**src/rtl/div_chain_pkg.sv**
```systemverilog
package div_chain_pkg;
  localparam int DC_SEC_W   = 8;
  localparam int DC_NUM_SEC = 3;
  localparam int DC_TAP_W   = 7;
endpackage

```
**src/rtl/div_chain_edge.sv**
```systemverilog
// Falling-edge detector for the slow count input.
module div_chain_edge (
  input  logic clk,
  input  logic clear,
  input  logic din,
  output logic fall
);
  logic smp_now, smp_old;

  always_ff @(posedge clk) begin
    if (clear) begin
      smp_now <= 1'b0;
      smp_old <= 1'b0;
    end else begin
      smp_now <= din;
      smp_old <= smp_now;
    end
  end

  assign fall = smp_old & ~smp_now;
endmodule

```
**src/rtl/div_chain_sec.sv**
```systemverilog
// One section of binary stages with an increment enable.
module div_chain_sec #(
  parameter int W = 8
) (
  input  logic         clk,
  input  logic         clear,
  input  logic         inc,
  output logic [W-1:0] q,
  output logic         full
);
  always_ff @(posedge clk) begin
    if (clear)    q <= '0;
    else if (inc) q <= q + W'(1);
  end

  assign full = &q;
endmodule

```
**src/rtl/div_chain_top.sv**
```systemverilog
module div_chain_top
  import div_chain_pkg::*;
#(
  parameter int SEC_W   = DC_SEC_W,
  parameter int NUM_SEC = DC_NUM_SEC,
  parameter int TAP_W   = DC_TAP_W
) (
  input  logic                     clk,
  input  logic                     clear,
  input  logic                     cnt_in,
  input  logic                     seg_test,
  output logic [TAP_W-1:0]         tap_q,
  output logic [SEC_W*NUM_SEC-1:0] dbg_state
);
  localparam int STAGES = SEC_W * NUM_SEC;

  logic               mode_q;
  logic               fall;
  logic [NUM_SEC-1:0] sec_inc;
  logic [NUM_SEC-1:0] sec_full;
  logic [STAGES-1:0]  stage_q;

  // Mode is registered so a change lands on a clean clock boundary.
  always_ff @(posedge clk) begin
    if (clear) mode_q <= 1'b0;
    else       mode_q <= seg_test;
  end

  div_chain_edge u_edge (
    .clk  (clk),
    .clear(clear),
    .din  (cnt_in),
    .fall (fall)
  );

  for (genvar g = 0; g < NUM_SEC; g++) begin : g_sec
    if (g == 0) begin : g_first
      assign sec_inc[g] = fall;
    end else begin : g_next
      // Segmented: every section sees the pulse. Series: carry from below.
      assign sec_inc[g] = mode_q ? fall : (sec_inc[g-1] & sec_full[g-1]);
    end

    div_chain_sec #(.W(SEC_W)) u_sec (
      .clk  (clk),
      .clear(clear),
      .inc  (sec_inc[g]),
      .q    (stage_q[g*SEC_W +: SEC_W]),
      .full (sec_full[g])
    );
  end

  assign dbg_state = stage_q;
  assign tap_q     = stage_q[STAGES-1 -: TAP_W];
endmodule

```
**config.mk**
```make
export PLATFORM = sky130hd
export DESIGN_NAME = div_chain_top
export DESIGN_NICKNAME = d
export VERILOG_FILES = /design/src/rtl/div_chain_pkg.sv /design/src/rtl/div_chain_edge.sv /design/src/rtl/div_chain_sec.sv /design/src/rtl/div_chain_top.sv
export SDC_FILE = /design/constraint.sdc
export NUM_CORES = 1
export LEC_CHECK = 0
export BUFFER_PORTS_ARGS = -buffer_cell sky130_fd_sc_hd__buf_4
export CORE_ASPECT_RATIO = 1.75
export CORE_MARGIN = 2
export CORE_UTILIZATION = 50
export CTS_BUF_LIST = sky130_fd_sc_hd__clkbuf_16
export CTS_CLUSTER_DIAMETER = 40
export DETAILED_ROUTE_END_ITERATION = 8
export MAX_ROUTING_LAYER = met4
export PLACE_DENSITY = 0.85
export SYNTH_ARGS = -nofsm -noshare
export SYNTH_HDL_FRONTEND = slang
export SYNTH_SLANG_ARGS = --single-unit
```
**constraint.sdc**
```tcl
create_clock -name clk -period 2.35 [get_ports clk]
set_input_delay 0.47 -clock clk [delete_from_list [all_inputs] [get_ports clk]]
set_output_delay 0.47 -clock clk [all_outputs]
set_load 0.02 [all_outputs]
```
Word level (Yosys, flattened, before mapping)

Cells that the tools add are included.

Register bits after elaboration: 27
Output and inout bits: 31
Word-level logic and storage cells: 17
Bits of input ports: 4

Add/subtract/negate cells: 3
Multiplexer cells: 2
Bitwise gates (word level): 4
Reduce and logical (&&, ||, !) cells: 2

Operator list:

| operator                                                       | number |
|---|---|
| 8-bit by 1-bit adder with 8-bit output (second input constant) | 3 |
| 8-bit AND reduction                                            | 2 |
| 1-bit bitwise AND                                              | 3 |
| 1-bit two-way mux                                              | 2 |
| 1-bit NOT                                                      | 1 |

Depth between registers and ports, before layout

Gate-level depths: netlist (run 1).

Depth after elaboration: 6
Gate-level depth with buffers: 6
Depth with buffers taken out: 5

Hierarchy

Synthesis (run 1) repeated with hierarchy kept, for this count alone.

Cell total of the unflattened synthesis: 134
Area total of the unflattened synthesis: 1,194.9 um2

Modules (own cells, without submodules):

| module         | area an instance (um2) | instances | cells an instance | seq. area each (um2) |
|---|---|---|---|---|
| div_chain_sec  | 345.3                  | 3         | 39                | 160.2 |
| div_chain_top  | 97.6                   | 1         | 12                | 20.0 |
| div_chain_edge | 61.3                   | 1         | 5                 | 40.0 |

Worst setup path after synthesis (run 1)

Ideal clock, no wire load.

Path kind: reg2reg
Start: register g_sec[0].u_sec.q[0]
End: register g_sec[2].u_sec.q[6]
Path slack: 382 ps
Path buffers: 0
Data arrival time: 1,898 ps
Clock period less this slack: 1,968 ps
Stages on the path, launching flop included: 6
Library setup time: 70 ps
Required time: 2,280 ps
Path through: dfxtp_1 ha_1 nand3_2 o41a_1 or4_1 a21oi_1

Word-level cells in the longest chain between the ends: 5

Ends and longest elaborated chain:

| item                     | RTL line            | source |
|---|---|---|
| start: declaration       | div_chain_sec.sv:8  | `output logic [W-1:0] q,` |
| start signal: assignment | div_chain_sec.sv:13 | `else if (inc) q <= q + W'(1);` |
| 8-bit AND reduction      | div_chain_sec.sv:16 | `assign full = &q;` |
| 1-bit bitwise AND        | div_chain_top.sv:41 | `assign sec_inc[g] = mode_q ? fall : (sec_inc[g-1] & sec_full[g-1]);` |
| 1-bit two-way mux        | div_chain_top.sv:41 |  |
| 1-bit bitwise AND        | div_chain_top.sv:41 |  |
| 1-bit two-way mux        | div_chain_top.sv:41 |  |
| end signal: assignment   | div_chain_sec.sv:13 |  |
| end: declaration         | div_chain_sec.sv:8  |  |

Every way passes these cells.
A chain may end at the register's enable or synchronous reset.

Final worst setup path (run 1)

Same ends and word-level chain as after synthesis.

==> key figures, run 1 <==
Timing
  – Clk_skew: 0.00265 ns
  – Endpoints failing hold: 0
  – Final Slew Violations: 0
  – Max-slew headroom: 0.673
  – Final setup fails: 0
  – F_max: 0.473 GHz
  – Period utilisation layout: 0.900
  – RSZ-0062 raised after global routing: false
  – Min Tclk post-route: 2.12 ns
  – Setup TNS: 0 ns
  – Worst-Margin Slew: 0.490 ns

Final layout
  – Nets: 177
  – Fill cells: 213
  – Syn-to-layout area delta: 23.0%
  – Ant diodes: 0
  – Layout cell share with drive strength beyond 1: 0.249

Setup path
  – Cell Chain, Critical Path: ha_1, nand3_2, o41a_1, or4_1, a21oi_1
  – Crit-path max FO: 14
  – Worst EP required: 2.54 ns
  – WP data arrival: 2.31 ns
  – Slowest CP cell: o41a_1
  – Crit-path max cell delay: 0.60 ns
  – CP Capture Type: flip-flop
  – Crit path launch type: flip-flop
  – Setup CP Type: flip-flop to flip-flop

Power
  – Total Power: 0.883 mW
  – Cell Pwr Density: 567 nW/um^2
  – VDD IR max: 0.467 mV
  – Lkg Pwr: 0.600 nW

Synthesis
  – Ys Warns: 0
  – Seq/Total Area, Yosys: 0.427
  – Synthesized instance count: 144
  – #FFs+latches synth: 27
  – Area leader, netlist: dfxtp_1
  – Mapped cell area: 1270 sq um
  – Top post-synthesis cells by area: dfxtp_1 43%, a21oi_1 5.5%, buf_4 4.7%, o31ai_1 3.6%, or4_1 3.6%
  – Synth unique cells: 29
  – Top-area cell type share of the netlist area: 0.427
  – Net count after synthesis: 151
  – Syn Area/Cell: 8.79 sq um

Clock network
  – Post-CTS Setup Bufs: 0
  – CTS Sinks: 27
  – Clock Latency Late Sink: 0.26 ns
  – CTS clk-pin slew, worst paths: 0.07 ns
  – CTS tree: yes
  – CTS root buffer: clkbuf_16
  – Post-cts resize count: 0
  – CTS buffer count: 3
  – H-tree Lvls: 1
  – CTS Buffer Depth: 2
  – Hold-fix buffers, CTS: 0

Floorplanning
  – Row count: 24
  – Die height: 70.6 um
  – Initial Util: 0.514
  – Die ar.: 2970 sq um
  – IO Pins: 35
  – Core area: 2460 sq um
  – Die extent in x: 42.0 um

Min path
  – Min-delay worst type: primary input to flip-flop

Detailed routing
  – Vias/cell: 5.79
  – Drt total wl: 2670 um
  – Routed len/inst: 13.7 um
  – Final ANT Viol Nets: 0
  – DRT Pass-1 Iters: 4
  – Initial DRC count: 25
  – Routed vias: 1130
  – Residual DRC count: 0

Global routing
  – Pin count of the biggest net entering global routing: 30
  – Global-route wire length before repair: 4420 um
  – Initial antenna violation count: 0
  – Total GRT Usage: 0.190
  – GR Overflow Total: 0
  – Vias in the first global route: 1043

Placement
  – Post-DP HPWL: 1990 um
  – Port bufs: 34
  – Final GP Congestion: 0.844

Outcome
  – Status: finished, final reports clean

Job
  – Max_cap viols: 0
## metrics by stage
step / util / instances / instance area (sq um) / hold WS, ns / worst slack (ns)
floorplan: - / 144 / 1270 / 0.473 / 0.382
global placement: 0.599 / 191 / 1480 / 0.471 / 0.359
detailed placement: 0.599 / 191 / 1480 / 0.490 / 0.255
CTS: 0.633 / 195 / 1560 / 0.432 / 0.233
global route: 0.633 / 195 / 1560 / 0.446 / 0.0559
finish: 0.633 / 195 / 1560 / 0.425 / 0.235
## cell families after synthesis
family / share of synthesized area
AOI/OAI and AO/OA: 0.135
muxes: 0.0247
DFF: 0.427
adders and majority gates: 0.0296
and+or+nand+nor: 0.264
buffers and inverters: 0.0711
xor gates and xnor gates: 0.0484
## metal layers
layer	vias to the layer above	part of all wire	GRT usage
met5	-	0	-
met2	32	0.54	0.345
met3	6	0.045	0.0332
met4	0	0.018	0.0799
li1	564	-	-
met1	528	0.39	0.195
## critical path: cells and delay by family (launching register included)
kind / cells / cell delay [ns]
AOI/OAI and AO/OA: 2 / 0.76
and+or+nand+nor: 2 / 0.67
adders and majority gates: 1 / 0.21
DFF: 1 / 0.40
## power breakdown
part	internal (mW)	switching [mW]	total [mW]
Sequential	0.462	0.00418	0.466
Combinational	0.0119	0.0186	0.0306
Clock	0.231	0.156	0.387
## cell usage after synthesis, drive strengths merged
cell and count:
o41a 1, mux2 1, clkbuf 5, or4 6, a21oi 14, nor2 10, o31a 1, nand2 8
nand4 7, dfxtp 27, o31ai 6, buf 8, nor3 2, nand2b 3, ha 3, and4b 1
and3 1, xor2 5, or3 7, and4 1, xnor2 2, inv 3, nor2b 5, o21ai 7
mux2i 2, nand3 7, nand3b 1
## final timing paths
kind,startpoint,end,slack [ns],cells past startpoint
max,g_sec[0].u_sec.q[0],g_sec[2].u_sec.q[6],0.23,5
min,cnt_in,u_edge.smp_now,0.43,2
min reg2reg,g_sec[1].u_sec.q[6],g_sec[1].u_sec.q[6],0.50,2
max reg2reg,g_sec[0].u_sec.q[0],g_sec[2].u_sec.q[6],0.23,5
## cell usage in the layout (no fill, tap or decap), types with 3 or more instances in the layout
cell type,netlist,final
a21oi_1,14,14
buf_4,8,34
clkbuf_16,0,3
dfxtp_1,27,27
ha_1,3,3
inv_1,3,3
nand2_1,8,8
nand2b_1,3,3
nand3_1,6,6
nand4_1,7,7
nor2_1,10,10
nor2b_1,5,5
o21ai_0,7,7
o31ai_1,6,6
or3_1,6,6
or4_1,6,6
xor2_1,5,5
## state kept, by name, indices dropped and copies added, names as in the netlist
signal	flops
mode_q	1
u_edge.smp_old	1
g_sec.u_sec.q	24
u_edge.smp_now	1
## final cells by class
class / count / area (sq um) / share of cell area
clock buffer: 3 / 75.1 / 0.0482
clock inverter: 1 / 7.51 / 0.00482
inverter: 3 / 11.3 / 0.00723
multi-input combinational: 101 / 636 / 0.408
sequential: 27 / 541 / 0.347
tap: 26 / 32.5 / 0.0209
timing repair buffer: 34 / 255 / 0.164
No activity file was read; power rests on OpenSTA's default activity.
==> run 2, diff against run 1 <==
Settings changed: ABC_AREA set to 1, PLACE_DENSITY 0.85 to 0.83.
==> run 2 against run 1 <==
Compared with the run above:
- synthesized cell count grew 48%
- worst setup slack improved by 0.32 ns
- sequential share of layout area is 3.2 points lower
- register-to-register slack gained 0.32 ns
- final cell count increased by 37%
- first-iteration DRC count shrank 4.0%
- sequential power hardly changed
- core utilization shrank 0.14 points
- final area is 10% higher
==> key figures, run 2 <==
Clock network
  – Clock Latency Late Sink: 0.26 ns (about the same)
  – Hold-fix buffers, CTS: 0 (unchanged)
  – CTS clk-pin slew, worst paths: 0.07 ns (about the same)
  – CTS buffer count: 3 (unchanged)
  – CTS tree: yes
  – CTS Buffer Depth: 2 (unchanged)
  – CTS Sinks: 27 (unchanged)
  – Post-cts resize count: 0 (unchanged)
  – H-tree Lvls: 1 (unchanged)
  – Post-CTS Setup Bufs: 0 (unchanged)
  – CTS root buffer: clkbuf_16

Synthesis
  – Post-synthesis compound-gate area fraction: 0.0857 (-0.0497)
  – Seq/Total Area, Yosys: 0.378 (-0.0493)
  – Largest family of logic cells by synthesized area: simple AND/OR/NAND/NOR gates
  – Synth unique cells: 22 (-24%)
  – Post-Synth XOR/XNOR Area: 0.0306 (-0.0178)
  – Top FF cell, synth: dfxtp_1
  – Ys Warns: 0 (unchanged)
  – Most frequent cells after synthesis: 61 x nand2_1, 27 x dfxtp_1, 27 x inv_1
  – Mapped cell area: 1430 sq um (+13%)
  – Synthesized instance count: 213 (+48%)
  – Net count after synthesis: 220 (+46%)
  – Synthesized-area fraction occupied by and/or/nand/nor cells: 0.346 (+0.0823)
  – Syn Area/Cell: 6.72 sq um (-24%)
  – EDFF count, synth: 0 (unchanged)
  – Post-synth ARST share: 0 (unchanged)
  – Top post-synthesis cells by area: dfxtp_1 38%, nand2_1 16%, inv_1 7.1%, a21oi_1 6.6%, nand3_1 6.6%
  – Most common cell in the netlist: nand2_1
  – Synth Area in Adders: 0.0262 (-0.00342)
  – Mux share of post-synthesis cell area: 0 (-0.0247)
  – Top-area cell type share of the netlist area: 0.378 (-0.0493)
  – Area leader, netlist: dfxtp_1
  – #FFs+latches synth: 27 (unchanged)

Outcome
  – Status: finished, final reports clean

Setup path
  – CP Buf/Inv Count: 0 (unchanged)
  – Cell Chain, Critical Path: ha_1, nand3_2, nor2_2, nand2_1, nand2_2, nand2_1, nand2_1, a21oi_1
  – WP data arrival: 1.93 ns (-0.38 ns)
  – Crit path launch type: flip-flop
  – Crit-path max FO: 21 (+7)
  – Largest delay share family, worst path: simple AND/OR/NAND/NOR gates
  – Setup CP Type: flip-flop to flip-flop
  – Crit path top cell by count: nand2_1
  – Worst EP required: 2.49 ns (-0.05 ns)
  – CP Capture Type: flip-flop
  – Slowest CP cell: dfxtp_1
  – Crit-path max cell delay: 0.38 ns (-0.22 ns)

Timing
  – Endpoints failing hold: 0 (unchanged)
  – Hold Worst Slack: 0.409 ns (-0.0157 ns)
  – Clk_skew: 0.00783 ns (+0.00518 ns)
  – Post-route setup slack: 0.553 ns (+0.318 ns)
  – RSZ-0062 raised after global routing: false
  – Min Tclk post-route: 1.80 ns (-0.318 ns)
  – Period utilisation layout: 0.765 (-0.135)
  – Final Slew Violations: 0 (unchanged)
  – Worst-Margin Slew: 0.372 ns (-0.118 ns)
  – F_max: 0.556 GHz (+18%)
  – Setup TNS: 0 ns (unchanged)
  – Max-slew headroom: 0.751 (+0.0788)
  – Final setup fails: 0 (unchanged)

Floorplanning
  – Die ar.: 3320 sq um (+12%)
  – Initial Util: 0.526 (+0.0117)
  – Die extent in x: 44.4 um (+5.7%)
  – Row count: 25 (+4.2%)
  – Die height: 74.8 um (+6.0%)
  – Core area: 2720 sq um (+11%)
  – IO Pins: 35 (unchanged)

Final layout
  – Ant diodes: 0 (unchanged)
  – Largest register FFs: 24 (unchanged)
  – Layout cell share with drive strength beyond 1: 0.192 (-0.0569)
  – Top reg by flops: g_sec.u_sec.q
  – Fill cells: 259 (+22%)
  – Sequential cell area: 541 sq um (unchanged)
  – Most frequent cells in the layout: 61 x nand2_1, 34 x buf_4, 27 x inv_1, 27 x dfxtp_1
  – Commonest non-fill, non-tap cell in the layout: nand2_1
  – Nets: 248 (+40%)
  – Footprint of the multi-input gates: 699 sq um (+10%)
  – Syn-to-layout area delta: 20.0%

Power
  – Net Switching: 0.177 mW (-0.59%)
  – Cell Pwr Density: 512 nW/um^2 (-9.7%)
  – Sw frac: 0.202 (-0.000365)
  – VDD IR max: 0.682 mV (+46%)
  – Int Power: 0.702 mW (-0.37%)
  – Power share of the combinational group: 0.037 (+0.002)
  – Reg power frac: 0.530 (+0.002)
  – Clock share of power: 0.432 (-0.006)
  – Lkg Pwr: 0.795 nW (+33%)

Placement
  – Post-DP HPWL: 2170 um (+9.3%)
  – Port bufs: 34 (unchanged)
  – Placement Setup Slack: 0.589 ns (+0.334 ns)
  – Final GP Congestion: 0.814 (-3.6%)

Global routing
  – GR Overflow Total: 0 (unchanged)
  – Vias in the first global route: 1178 (+13%)
  – Total GRT Usage: 0.203 (+0.0135)
  – Pin count of the biggest net entering global routing: 22 (-27%)
  – Global-route wire length before repair: 5040 um (+14%)
  – Initial antenna violation count: 0 (unchanged)

Detailed routing
  – Residual DRC count: 0 (unchanged)
  – DRT Pass-1 Iters: 4 (unchanged)
  – Vias/cell: 5.22 (-10%)
  – Initial DRC count: 24 (-4.0%)
  – Routed vias: 1393 (+23%)
  – Final ANT Viol Nets: 0 (unchanged)
  – Routed len/inst: 10.8 um (-21%)
  – Drt total wl: 2890 um (+8.3%)

Job
  – Max_cap viols: 0 (unchanged)

Min path
  – Min-delay worst type: primary input to flip-flop
==> run 2: cells by family after synthesis <==
| group | Yosys count |
|---|---|
| xor+xnor | 5 |
| compound gates | 24 |
| fa+ha+maj | 3 |
| simple gates | 114 |
| flops | 27 |
| buf+inv | 40 |
==> run 2: area by class of cell <==
class,instances,area share
timing repair buffer,34,0.149
clock buffer,3,0.0437
multi-input combinational,146,0.407
clock inverter,1,0.00291
inverter,29,0.0634
sequential,27,0.315
tap,27,0.0197
==> run 2: final timing paths <==
| check | from | to | slack (ns) | depth (start not counted) |
|---|---|---|---|---|
| max | g_sec[0].u_sec.q[0] | g_sec[2].u_sec.q[5] | 0.55 | 8 |
| min | seg_test | mode_q | 0.41 | 3 |
| max reg2reg | g_sec[0].u_sec.q[0] | g_sec[2].u_sec.q[5] | 0.55 | 8 |
| min reg2reg | u_edge.smp_now | u_edge.smp_old | 0.46 | 2 |
==> run 2: worst reg2reg max path: cells and delay by family, from the launching register on <==
| family | cells | cell delay [ns] |
|---|---|---|
| compound gates | 1 | 0.07 |
| simple gates | 6 | 1.01 |
| fa+ha+maj | 1 | 0.22 |
| flops | 1 | 0.38 |
==> run 2: per-stage QoR <==
stage | utilization | cells | power, mW | cell area, sq um
floorplan | - | 213 | 0.498 | 1430
global placement | 0.602 | 263 | 0.509 | 1640
detailed placement | 0.602 | 263 | 0.510 | 1640
CTS | 0.631 | 267 | 0.884 | 1720
global route | 0.631 | 267 | 0.910 | 1720
finish | 0.631 | 267 | 0.880 | 1720
==> run 2: power by group through the flow <==
| stage | sequential [mW] | combinational, mW | clock (mW) |
|---|---|---|---|
| 2_1_floorplan | 0.478 | 0.0199 | 0 |
| 3_3_place_gp | 0.477 | 0.0329 | 0 |
| 3_5_place_dp | 0.477 | 0.0328 | 0 |
| 4_1_cts | 0.466 | 0.0332 | 0.384 |
| 5_1_grt | 0.467 | 0.0381 | 0.405 |
| 6_report | 0.466 | 0.0329 | 0.380 |
==> run 2: routing by layer <==
metal	track usage	share of wire	up-vias	routed length (um)
met5	-	0	-	0
met4	0.0808	0.019	0	54
met3	0.0240	0.032	4	94
met2	0.350	0.53	30	1530
met1	0.235	0.42	631	1210
li1	-	-	728	-
